==> src/rtl/sync_gen_pkg.sv <==
package sync_gen_pkg;

    localparam int SEL_W   = 3;
    localparam int NUM_SEL = 6;
    localparam int PER_W   = 16;
    localparam int CNT_W   = 20;
    localparam int DLY_W   = 9;
    localparam int MAX_DLY = 258;
    localparam int DIAG_W  = 12;

    typedef enum logic [SEL_W-1:0] {
        SRC_NONE = 3'd0,
        SRC_A    = 3'd1,
        SRC_B    = 3'd2,
        SRC_DA   = 3'd3,
        SRC_DB   = 3'd4,
        SRC_TC   = 3'd5,
        SRC_OS   = 3'd6,
        SRC_RSV  = 3'd7
    } sync_src_e;

    typedef struct packed {
        logic os;
        logic tc;
        logic db;
        logic da;
        logic b;
        logic a;
    } sync_bus_t;

    function automatic logic pick_src(input sync_src_e code, input sync_bus_t s);
        case (code)
            SRC_A:   return s.a;
            SRC_B:   return s.b;
            SRC_DA:  return s.da;
            SRC_DB:  return s.db;
            SRC_TC:  return s.tc;
            SRC_OS:  return s.os;
            default: return 1'b0;
        endcase
    endfunction

endpackage

==> src/rtl/sync_delay_line.sv <==
module sync_delay_line #(
    parameter int MAX_DLY = 258,
    parameter int DLY_W   = 9
) (
    input  logic             clk,
    input  logic             rst,
    input  logic             in_i,
    input  logic [DLY_W-1:0] dly_i,
    output logic             out_o
);
    localparam logic [DLY_W-1:0] DLY_CAP = DLY_W'(MAX_DLY);

    logic [MAX_DLY-1:0] tap_q;
    logic [DLY_W-1:0]   dly_eff;
    logic               past_ok_q;

    always_ff @(posedge clk) begin
        if (rst) begin
            tap_q     <= '0;
            past_ok_q <= 1'b0;
        end else begin
            tap_q     <= {tap_q[MAX_DLY-2:0], in_i};
            past_ok_q <= 1'b1;
        end
    end

    assign dly_eff = (dly_i > DLY_CAP) ? DLY_CAP : dly_i;

    always_comb begin
        out_o = in_i;
        for (int k = 1; k <= MAX_DLY; k++) begin
            if (dly_eff == DLY_W'(k)) out_o = tap_q[k-1];
        end
    end


    dly_one_chk: assert property (@(posedge clk) disable iff (rst)
        (past_ok_q && dly_i == DLY_W'(1)) |-> (out_o == $past(in_i)));


    dly_cap_chk: assert property (@(posedge clk) disable iff (rst)
        (past_ok_q && dly_i > DLY_CAP) |-> (out_o == tap_q[MAX_DLY-1]));

endmodule

==> src/rtl/sync_period_counter.sv <==
module sync_period_counter #(
    parameter int PER_W = 16,
    parameter int CNT_W = 20
) (
    input  logic             clk,
    input  logic             rst,
    input  logic             resync_i,
    input  logic [PER_W-1:0] period_i,
    output logic [CNT_W-1:0] cnt_o,
    output logic             tc_o
);
    localparam int SUB_W = CNT_W - PER_W;

    logic [CNT_W-1:0] cnt_q;
    logic [CNT_W-1:0] limit;

    assign limit = {period_i, {SUB_W{1'b1}}};

    always_ff @(posedge clk) begin
        if (rst)                cnt_q <= '0;
        else if (resync_i)      cnt_q <= '0;
        else if (cnt_q >= limit) cnt_q <= '0;
        else                    cnt_q <= cnt_q + 1'b1;
    end

    assign cnt_o = cnt_q;
    assign tc_o  = (cnt_q == limit);


    tc_single_chk: assert property (@(posedge clk) disable iff (rst)
        tc_o |=> !tc_o);


    resync_clear_chk: assert property (@(posedge clk) disable iff (rst)
        resync_i |=> (cnt_q == '0));


    count_step_chk: assert property (@(posedge clk) disable iff (rst)
        (!resync_i && !tc_o && cnt_q < limit) |=> (cnt_q == $past(cnt_q) + 1'b1));

endmodule

==> src/rtl/sync_source_mux.sv <==
module sync_source_mux
    import sync_gen_pkg::*;
(
    input  logic       clk,
    input  logic       rst,
    input  logic [2:0] sel_i,
    input  sync_bus_t  src_i,
    output logic       sync_o
);
    sync_src_e code;
    logic      sync_q;

    assign code = sync_src_e'(sel_i);

    always_ff @(posedge clk) begin
        if (rst) sync_q <= 1'b0;
        else     sync_q <= pick_src(code, src_i);
    end

    assign sync_o = sync_q;


    rsv_quiet_chk: assert property (@(posedge clk) disable iff (rst)
        (code == SRC_NONE || code == SRC_RSV) |=> !sync_q);


    os_follow_chk: assert property (@(posedge clk) disable iff (rst)
        (code == SRC_OS && src_i.os) |=> sync_q);

endmodule

==> src/rtl/sync_pulse_gen.sv <==
module sync_pulse_gen
    import sync_gen_pkg::*;
#(
    parameter int NUM_SEL_P = NUM_SEL,
    parameter int MAX_DLY_P = MAX_DLY,
    parameter int DLY_W_P   = DLY_W,
    parameter int PER_W_P   = PER_W,
    parameter int CNT_W_P   = CNT_W,
    parameter int DIAG_W_P  = DIAG_W
) (
    input  logic                         clk,
    input  logic                         rst,
    input  logic                         sync_a_i,
    input  logic                         sync_b_i,
    input  logic                         oneshot_i,
    input  logic [DLY_W_P-1:0]           dly_a_i,
    input  logic [DLY_W_P-1:0]           dly_b_i,
    input  logic [PER_W_P-1:0]           period_i,
    input  logic [NUM_SEL_P*SEL_W-1:0]   sel_i,
    output logic [NUM_SEL_P-1:0]         sync_o,
    output logic                         tc_o,
    output logic [DIAG_W_P-1:0]          diag_o
);
    localparam int RESYNC_IDX = 0;

    sync_bus_t          srcs;
    logic               da, db, tc;
    logic [CNT_W_P-1:0] cnt;

    sync_delay_line #(.MAX_DLY(MAX_DLY_P), .DLY_W(DLY_W_P)) u_dly_a (
        .clk(clk), .rst(rst), .in_i(sync_a_i), .dly_i(dly_a_i), .out_o(da)
    );

    sync_delay_line #(.MAX_DLY(MAX_DLY_P), .DLY_W(DLY_W_P)) u_dly_b (
        .clk(clk), .rst(rst), .in_i(sync_b_i), .dly_i(dly_b_i), .out_o(db)
    );

    sync_period_counter #(.PER_W(PER_W_P), .CNT_W(CNT_W_P)) u_cnt (
        .clk(clk), .rst(rst), .resync_i(sync_o[RESYNC_IDX]),
        .period_i(period_i), .cnt_o(cnt), .tc_o(tc)
    );

    always_comb begin
        srcs.a  = sync_a_i;
        srcs.b  = sync_b_i;
        srcs.da = da;
        srcs.db = db;
        srcs.tc = tc;
        srcs.os = oneshot_i;
    end

    for (genvar i = 0; i < NUM_SEL_P; i++) begin : g_sel
        sync_source_mux u_mux (
            .clk(clk), .rst(rst),
            .sel_i(sel_i[i*SEL_W +: SEL_W]),
            .src_i(srcs),
            .sync_o(sync_o[i])
        );
    end

    assign tc_o   = tc;
    assign diag_o = cnt[DIAG_W_P-1:0];


    reset_quiet_chk: assert property (@(posedge clk)
        rst |=> (sync_o == '0 && diag_o == '0));

endmodule

==> config.mk <==
export PLATFORM = sky130hd
export DESIGN_NAME = sync_pulse_gen
export DESIGN_NICKNAME = d
export VERILOG_FILES = /design/src/rtl/sync_gen_pkg.sv /design/src/rtl/sync_delay_line.sv /design/src/rtl/sync_period_counter.sv /design/src/rtl/sync_source_mux.sv /design/src/rtl/sync_pulse_gen.sv
export SDC_FILE = /design/constraint.sdc
export NUM_CORES = 1
export LEC_CHECK = 0
export ABC_CLOCK_PERIOD_IN_PS = 3500
export BUFFER_PORTS_ARGS = -buffer_cell sky130_fd_sc_hd__buf_2
export CORE_UTILIZATION = 45
export CTS_CLUSTER_DIAMETER = 50
export CTS_CLUSTER_SIZE = 10
export DETAILED_ROUTE_END_ITERATION = 10
export SYNTH_ARGS = -nofsm -noshare
export SYNTH_HDL_FRONTEND = slang
export SYNTH_SLANG_ARGS = --single-unit
==> constraint.sdc <==
create_clock -name clk -period 3.5 [get_ports clk]
set_clock_uncertainty 0.05 [all_clocks]
set_input_delay 0 -clock clk [delete_from_list [all_inputs] [get_ports clk]]
set_output_delay 0 -clock clk [all_outputs]
set_load 0.005 [all_outputs]
Word-level counts from Yosys, hierarchy flattened:

Index checks and enable logic that the tools add are counted.

* add/subtract/negate cells: 1
* $mul: 0
* divide/modulo/power cells: 0
* $lt $le $gt $ge: 3
* equality and inequality tests: 553
* shift-type cells: 0
* mux-type cells: 524
* bitwise logic cells: 0
* reductions and logical operators: 1

Operators by type and width (number)
* $eq 9x8->1 const B: 256
* $eq 9x7->1 const B: 128
* $eq 9x6->1 const B: 64
* $mux 1: 516
* $eq 9x5->1 const B: 32
* $eq 9x4->1 const B: 16
* $eq 9x3->1 const B: 8
* $eq 3x3->1 const B: 18
* $eq 9x9->1 const B: 6
* $eq 3x2->1 const B: 12
* $eq 9x2->1 const B: 4
* $pmux 1 s6: 6
* $add 20x1->20 const B: 1
* $eq 20x20->1: 1
* $ge 20x20->1: 1
* $eq 3x1->1 const B: 6
* $eq 9x1->1 const B: 2
* $gt 9x9->1 const B: 2
* $mux 9: 2
* $reduce_or 3->1: 1

* register bits: 542
* bits in latches: 0
* memory bits (writable): 0
* ROM bits: 0
* input bits: 57
* output and inout port bits: 19
* logic and storage cells: 1091
* memories: 0

Logic depth before layout (Yosys ltp):

Gate-level depths: netlist (run 1).

* depth after elaboration: 262
* depth in mapped cells: 16
* depth with buffers taken out: 13

By module:

Synthesis (run 1) repeated with hierarchy kept, for this count alone.

* cells, all modules: 2691
* area, all modules: 24036.8 um^2

Modules (own cells, without submodules)
* sync_delay_line: instances 2, cells an instance 1236, area each 11145.7 um^2
* sync_period_counter: instances 1, cells an instance 153, area each 1280.0 um^2
* sync_source_mux: instances 6, cells an instance 11, area each 77.6 um^2

Worst setup path after synthesis (run 1):

No wires, ideal clock.

* kind: input -> register
* start point: in dly_b_i[0]
* end point: reg g_sel[4].u_mux.sync_q
* setup time: 133 ps
* data arrival time: 2493 ps
* data required time: 3317 ps
* slack: 823 ps
* stages: 11
* path through: buf_2 or4b_2 or3_1 and4b_1 a221oi_1 a211oi_1 o311a_1 a22o_1 a2111oi_2 or3_1 a311oi_1

* longest elaborated chain between the ends: 262

Ends and longest elaborated chain
* start: declaration: RTL line sync_pulse_gen.sv:17 `input logic [DLY_W_P-1:0] dly_b_i,`
* $gt 9x9->1: RTL line sync_delay_line.sv:27 `assign dly_eff = (dly_i > DLY_CAP) ? DLY_CAP : dly_i;`
* $mux 9 (*): RTL line sync_delay_line.sv:27
* $eq 9x1->1: RTL line sync_delay_line.sv:32 `if (dly_eff == DLY_W'(k)) out_o = tap_q[k-1];`
* $mux 1 (257 in series): RTL line sync_delay_line.sv:32
* $mux 1 (*): RTL line sync_delay_line.sv:32
* $pmux 1 s6 (*): RTL line sync_gen_pkg.sv:32 `case (code)`
* end signal: assignment: RTL line sync_source_mux.sv:17 `else sync_q <= pick_src(code, src_i);`
* end: declaration: RTL line sync_source_mux.sv:11 `logic sync_q;`

Every way passes the cells marked *; elsewhere a longest branch is shown, timed or not.
A chain may end at the register's enable or synchronous reset.

Worst setup path after layout (run 1):

* start point: reg u_cnt.cnt_q[5] (netlist: u_cnt.cnt_o[5])
* end point: reg g_sel[3].u_mux.sync_q

* longest elaborated chain between the ends: 2

Ends and longest elaborated chain
* start: declaration: RTL line sync_period_counter.sv:14 `logic [CNT_W-1:0] cnt_q;`
* start signal: assignment: RTL line sync_period_counter.sv:23 `else cnt_q <= cnt_q + 1'b1;`
* $eq 20x20->1: RTL line sync_period_counter.sv:27 `assign tc_o = (cnt_q == limit);`
* $pmux 1 s6: RTL line sync_gen_pkg.sv:32
* end signal: assignment: RTL line sync_source_mux.sv:17
* end: declaration: RTL line sync_source_mux.sv:11

No other way between the ends.

==> results of run 1 <==
## registers in the layout, indices dropped and copies added, names as in the netlist
name,cells
g_sel.u_mux.sync_o,6
u_cnt.cnt_o,20
u_dly_a.tap_q,258
u_dly_b.tap_q,258
## what timing repair did
item / CTS / global route
endpoints found under the setup margin: 0 / 1
hold buffers: 31 / 0
resized for setup: 0 / 1
hold endpoints to repair: 130 / 0
## cells in the final DEF (no fill, tap or decap), types with 12 or more instances in the layout
cell type,Yosys,routed
dfxtp_1,542,542
nor2b_1,537,537
buf_4,34,349
nor2_1,191,191
nand2_1,135,135
o21ai_0,125,125
a21oi_1,125,125
clkbuf_16,0,74
buf_2,60,71
inv_1,67,67
nand3_1,56,56
nor3_1,51,50
o22ai_1,46,46
mux2i_1,41,41
a31oi_1,35,35
dlygate4sd3_1,0,31
or3_1,30,30
nand2b_1,29,29
a221oi_1,29,29
a211oi_1,29,29
o211ai_1,26,26
o221ai_1,22,22
a22oi_1,18,18
and3_1,18,18
ha_1,17,17
nand3b_1,15,15
o21a_1,15,15
a21o_1,15,15
nand4_1,14,14
nor4_1,14,14
buf_12,0,14
a32oi_1,13,13
xor2_1,13,13
a221o_1,13,13
o32ai_1,13,13
o31ai_1,13,13
or2_2,12,12
nor3b_1,12,12
o2111ai_1,12,12
## area by class of cell
type / instances / area, µm² / share of cell area
clock buffers: 83 / 1950 / 0.0647
clock inverters: 20 / 279 / 0.00928
inverters: 71 / 267 / 0.00886
multi-input cells: 1945 / 12300 / 0.409
flip-flops and latches: 542 / 10900 / 0.361
well taps: 688 / 861 / 0.0286
repair buffers: 466 / 3580 / 0.119
## power groups by stage
| stage | Clock (µW) | Sequential, µW | Combinational, µW |
|---|---|---|---|
| floorplan | 0 | 6320 | 658 |
| global placement | 0 | 6330 | 1260 |
| detailed placement | 0 | 6330 | 1260 |
| CTS | 7100 | 6200 | 1290 |
| global route | 7350 | 6190 | 1400 |
| finish | 6990 | 6200 | 1330 |
## cell families after synthesis
group,Yosys count
AO/OA/AOI/OAI,665
XOR/XNOR,21
adder cells (fa/ha/maj),17
buffers and inverters,270
flip-flops,542
multiplexers,52
AND/OR/NAND/NOR,1190
## metal layers
metal / vias to the layer above / track usage / wire, µm
li1: 10400 / - / -
met1: 10900 / 0.502 / 44600
met2: 1179 / 0.469 / 37600
met3: 199 / 0.107 / 10700
met4: 2 / 0.113 / 2960
met5: - / 0 / 13
## final timing paths
check / startpoint / endpoint / slack, ns / cells after the start
worst max-delay path: u_cnt.cnt_o[5]$_SDFF_PP0_ / g_sel[3].u_mux.sync_o$_SDFF_PP0_ / 0.22 / 12
worst min-delay path: period_i[15] / u_cnt.cnt_o[1]$_SDFF_PP0_ / 0.09 / 7
worst min register to register: u_dly_a.tap_q[105]$_SDFF_PP0_ / u_dly_a.tap_q[106]$_SDFF_PP0_ / 0.39 / 2
worst max register to register: u_cnt.cnt_o[5]$_SDFF_PP0_ / g_sel[3].u_mux.sync_o$_SDFF_PP0_ / 0.22 / 12
## metrics by stage
| step | utilization | setup slack (ns) |
|---|---|---|
| 2_1_floorplan | - | 0.823 |
| 3_3_place_gp | 0.519 | -0.124 |
| 3_5_place_dp | 0.519 | -0.111 |
| 4_1_cts | 0.566 | 0.0732 |
| 5_1_grt | 0.566 | 0.0766 |
| 6_report | 0.566 | 0.216 |
## worst reg2reg max path, stage by stage (launching register included)
cell           delay [ns]
dfxtp_1              0.37
ha_1                 0.33
nand4_1              0.08
or3_1                0.44
nor3_2               0.35
buf_4                0.21
nand3b_1             0.07
a31oi_1              0.26
o21ai_0              0.13
dlygate4sd3_1        0.57
a21oi_1              0.13
o21a_1               0.13
o21bai_1             0.10
==> flow_metrics.py, run 1 <==
metrics = {
    "status": {
        "outcome": "finished clean",
    },
    "drt": {
        "first_pass_iters": 6,
        "routed_via_density": 5.94,
        "ant_nets": 0,
        "totalWireLength_um": 95800,
        "wl_per_cell_um": 25.1,
        "num_vias": 22700,
        "dr.first_iter.drc_count": 2451,
        "drc_errors": 0,
    },
    "clocking": {
        "htreeDepth": 3,
        "post_cts_buffers": 0,
        "cts.sinks": 542,
        "clk_pin_slew_ns": 0.05,
        "numCtsBuffers": 72,
        "tritoncts": "done",
        "cts.path.max_buffers": 3,
        "clk_latency_ns": 0.61,
        "cts_root_buf": "clkbuf_16",
    },
    "power": {
        "clkPwrFrac": 0.481,
        "p_leak_uw": 0.0119,
        "combPwrFrac": 0.092,
        "pwr-share-seq": 0.427,
        "p_total_uw": 14500,
        "powerDensity_nw_per_um2": 483,
        "peakVddDrop_mv": 0.409,
        "p_switching_uw": 3610,
        "p_int_uw": 10900,
        "switching_share": 0.248,
    },
    "place": {
        "gp_congestion": 0.992,
        "postPlaceCellArea_um2": 27500,
        "dpl.hpwl_um": 71200,
        "placed_cells": 3681,
        "portBuffers": 75,
    },
    "job": {
        "drv_cap": 0,
    },
    "sta": {
        "setup_violations": 0,
        "drv_slew": 0,
        "relSlewSlack": 0.401,
        "min_period_ns": 3.28,
        "worst_pin_slew_ns": 0.898,
        "fmax_mhz": 304,
        "hold_ws_ns": 0.0851,
        "rsz0062_at_grt": "false",
        "fin_crit_sh": 0.938,
        "hold_viol": 0,
        "fin_setup_tns_ns": 0,
    },
    "final_layout": {
        "antenna_cells": 0,
        "final_cell_area_um2": 30100,
        "final_cells": 3815,
        "syn_to_final_growth_pct": 23.2,
        "n_fill_cell": 4800,
        "nets": 3172,
        "drive_above_1_share": 0.190,
    },
    "yosys": {
        "ys_seq_area_frac": 0.445,
        "synth-simple-area-share": 0.277,
        "ys_ff_latch": 542,
        "synth_top_cell_by_area": "dfxtp_1",
        "synth_area_um2": 24400,
        "yosysWarnings": 0,
        "synth_edf_count": 0,
        "synth_cells": 2757,
        "ys_top_cells_by_area": "dfxtp_1 44%, nor2b_1 14%, nor2_1 2.9%",
        "synth-compound-area-share": 0.188,
        "syn_nets": 2831,
        "syn_avg_cell_area_um2": 8.85,
        "synthXorXnorAreaFrac": 0.00754,
        "muxShareOfSynthArea": 0.0224,
        "synth_common_cells": "542 x dfxtp_1, 537 x nor2b_1, 191 x nor2_1, 135 x nand2_1",
        "synth.most_common_cell": "dfxtp_1",
        "synth-main-ff-cell": "dfxtp_1",
        "synth_adder_area_share": 0.00872,
        "ys_types": 102,
        "synth_top_cell_area_share": 0.445,
        "synth_async_sr_flop_share": 0,
        "synth_top_family_by_area": "simple AND/OR/NAND/NOR gates",
    },
    "floorplanning": {
        "rows": 84,
        "die_w_um": 235,
        "core_area_um2": 53100,
        "pin_count": 76,
        "die_h_um": 235,
        "die-area_um2": 55100,
        "initial_core_util": 0.460,
    },
    "global_route": {
        "grt_overflow": 0,
        "antenna_found_initial": 2,
        "grt_pass1_vias": 22100,
        "grt_max_degree": 179,
        "grt.total_usage": 0.343,
        "grt_pass1_wl_um": 142000,
    },
    "critical_path": {
        "critPathArrivalTime_ns": 3.77,
        "crit_buf_inv": 2,
        "path_cells": "ha_1, nand4_1, or3_1, nor3_2, buf_4, nand3b_1, a31oi_1, o21ai_0, dlygate4sd3_1, a21oi_1, o21a_1, o21bai_1",
        "crit_family": "simple AND/OR/NAND/NOR gates",
        "required_ns": 3.98,
        "cp_max_fo": 6,
        "worst_setup_path_start_kind": "flip-flop",
        "crit_type": "flip-flop to flip-flop",
        "cp-end-kind": "flip-flop",
        "critPathMaxStageDelay_ns": 0.57,
        "crit_slowest_cell": "dlygate4sd3_1",
    },
    "hold_path": {
        "hold_class": "primary input to flip-flop",
    },
}
No activity file was read; power rests on OpenSTA's default activity.
==> run 2, diff against run 1 <==
--- a/config.mk
+++ b/config.mk
@@ -7,6 +7,7 @@
 export LEC_CHECK = 0
 export ABC_CLOCK_PERIOD_IN_PS = 3500
 export BUFFER_PORTS_ARGS = -buffer_cell sky130_fd_sc_hd__buf_2
+export CORE_MARGIN = 5
 export CORE_UTILIZATION = 45
 export CTS_CLUSTER_DIAMETER = 50
 export CTS_CLUSTER_SIZE = 10
==> run 2 against run 1 <==
Effect of this change: setup slack got worse by 0.066 ns; via count increased by 1.5%; sequential share of layout area increased by 0.26 points; highest routed layer unchanged.
==> flow_metrics.py, run 2 (synthesized netlist as in run 1, its figures left out) <==
metrics = {
    "power": {
        "powerDensity_nw_per_um2": 489,
        "peakVddDrop_mv": 0.463,
        "p_leak_uw": 0.0117,
    },
    "sta": {
        "hold_viol": 0,
        "rsz0062_at_grt": "false",
        "setup_slack_ns": 0.149,
        "fmax_mhz": 298,
        "min_period_ns": 3.35,
        "fin_crit_sh": 0.957,
        "relSlewSlack": 0.397,
        "fin_setup_tns_ns": 0,
        "worst_pin_slew_ns": 0.904,
        "drv_slew": 0,
        "setup_violations": 0,
    },
    "clocking": {
        "cts_hold_buf": 30,
        "tritoncts": "done",
        "cts_root_buf": "clkbuf_16",
        "htreeDepth": 3,
        "clk_pin_slew_ns": 0.05,
        "cts.path.max_buffers": 3,
        "post_cts_resized": 0,
        "numCtsBuffers": 73,
        "cts.sinks": 542,
        "clk_latency_ns": 0.63,
        "post_cts_buffers": 0,
    },
    "final_layout": {
        "final_cell_area_um2": 29900,
        "final_common_cell": "dfxtp_1",
        "mostFrequentLayoutCells": "542 x dfxtp_1, 537 x nor2b_1, 301 x buf_4",
        "drive_above_1_share": 0.179,
        "nets": 3130,
        "n_fill_cell": 4979,
        "syn_to_final_growth_pct": 22.4,
    },
    "critical_path": {
        "reg2reg_from": "u_dly_a.tap_q[34]$_SDFF_PP0_",
        "rr_endpoint": "g_sel[4].u_mux.sync_o$_SDFF_PP0_",
        "critPathArrivalTime_ns": 3.80,
        "crit_type": "flip-flop to flip-flop",
        "cp-end-kind": "flip-flop",
        "rrSetupSlack_ns": 0.15,
        "r2r_cells": 13,
        "cp_max_fo": 7,
        "worst_setup_path_start_kind": "flip-flop",
        "required_ns": 3.95,
    },
    "global_route": {
        "grt_max_degree": 143,
        "grt_pass1_wl_um": 146000,
        "grt_overflow": 0,
        "antenna_found_initial": 4,
        "grt.total_usage": 0.321,
        "grt_pass1_vias": 22300,
    },
    "drt": {
        "totalWireLength_um": 98300,
        "dr.first_iter.drc_count": 2332,
        "num_vias": 23000,
        "routed_via_density": 6.08,
        "first_pass_iters": 5,
        "drc_errors": 0,
        "ant_nets": 0,
        "wl_per_cell_um": 26.0,
    },
    "hold_path": {
        "whs_endpoint": "u_cnt.cnt_o[1]$_SDFF_PP0_",
        "min_path_cells": 7,
        "hold_class": "primary input to flip-flop",
        "min-delay-start": "period_i[15]",
    },
    "status": {
        "outcome": "finished clean",
    },
    "floorplanning": {
        "rows": 85,
        "pin_count": 76,
        "die_w_um": 243,
        "initial_core_util": 0.453,
        "die_h_um": 243,
        "core_area_um2": 53800,
        "die-area_um2": 59000,
    },
    "place": {
        "postPlaceCellArea_um2": 27300,
        "portBuffers": 75,
        "gp_congestion": 1.01,
        "dpl.hpwl_um": 73000,
        "pre_cts_ws_ns": -0.201,
    },
    "job": {
        "drv_cap": 0,
    },
}
-- run 2: final cells by class --
type / instances / area, µm² / share of cell area
inverters: 71 / 267 / 0.00893
multi-input cells: 1945 / 12300 / 0.411
well taps: 696 / 871 / 0.0292
clock inverters: 23 / 312 / 0.0104
flip-flops and latches: 542 / 10900 / 0.363
clock buffers: 85 / 1940 / 0.0651
repair buffers: 423 / 3330 / 0.112
diodes: 1 / 2.50 / 0.0000838
-- run 2: per-layer routing --
layer	routed length, µm	vias to the layer above	track usage	share of wire
li1	-	10300	-	-
met1	46200	11200	0.490	0.47
met2	39200	1224	0.446	0.40
met3	9800	218	0.0783	0.10
met4	3030	2	0.0916	0.031
met5	13	-	0	0.00013
-- run 2: power by group --
group | switching, µW | total, µW | internal, µW | leakage [µW]
Clock | 2770 | 7080 | 4310 | 0.00110
Combinational | 850 | 1320 | 472 | 0.00628
Sequential | 8.91 | 6200 | 6190 | 0.00437
Total | 3630 | 14600 | 11000 | 0.0117
-- run 2: how the worst max path moves through the flow --
stage | startpoint | endpoint | slack [ns] | cells after the start
floorplan | dly_b_i[0] | g_sel[4].u_mux.sync_o$_SDFF_PP0_ | 0.82 | 11
global placement | dly_b_i[2] | g_sel[4].u_mux.sync_o$_SDFF_PP0_ | -0.25 | 14
detailed placement | dly_b_i[2] | g_sel[4].u_mux.sync_o$_SDFF_PP0_ | -0.20 | 14
CTS | u_dly_a.tap_q[34]$_SDFF_PP0_ | g_sel[4].u_mux.sync_o$_SDFF_PP0_ | 0.19 | 13
global route | u_cnt.cnt_o[5]$_SDFF_PP0_ | g_sel[3].u_mux.sync_o$_SDFF_PP0_ | 0.002 | 12
finish | u_dly_a.tap_q[34]$_SDFF_PP0_ | g_sel[4].u_mux.sync_o$_SDFF_PP0_ | 0.15 | 13
-- run 2: critical path, stage by stage, from the launching register on --
cell and delay (ns):
dfxtp_1 0.35, mux2i_1 0.14, a2111oi_0 0.66, buf_4 0.23
nor3_1 0.04, a311oi_1 0.26, buf_4 0.18, nand3_1 0.07
a31oi_1 0.31, o211ai_2 0.15, buf_12 0.17, o21bai_4 0.23
nand4_1 0.13, a311oi_1 0.29
-- run 2: per-stage QoR --
stage	cells	power, µW	hold slack [ns]	utilization
finish	3786	14600	0.0828	0.555
detailed placement	3647	7580	0.272	0.507
CTS	3785	14700	0.0651	0.555
global placement	3647	7570	0.265	0.507
global route	3785	15100	0.122	0.555
floorplan	2757	6980	0.115	-
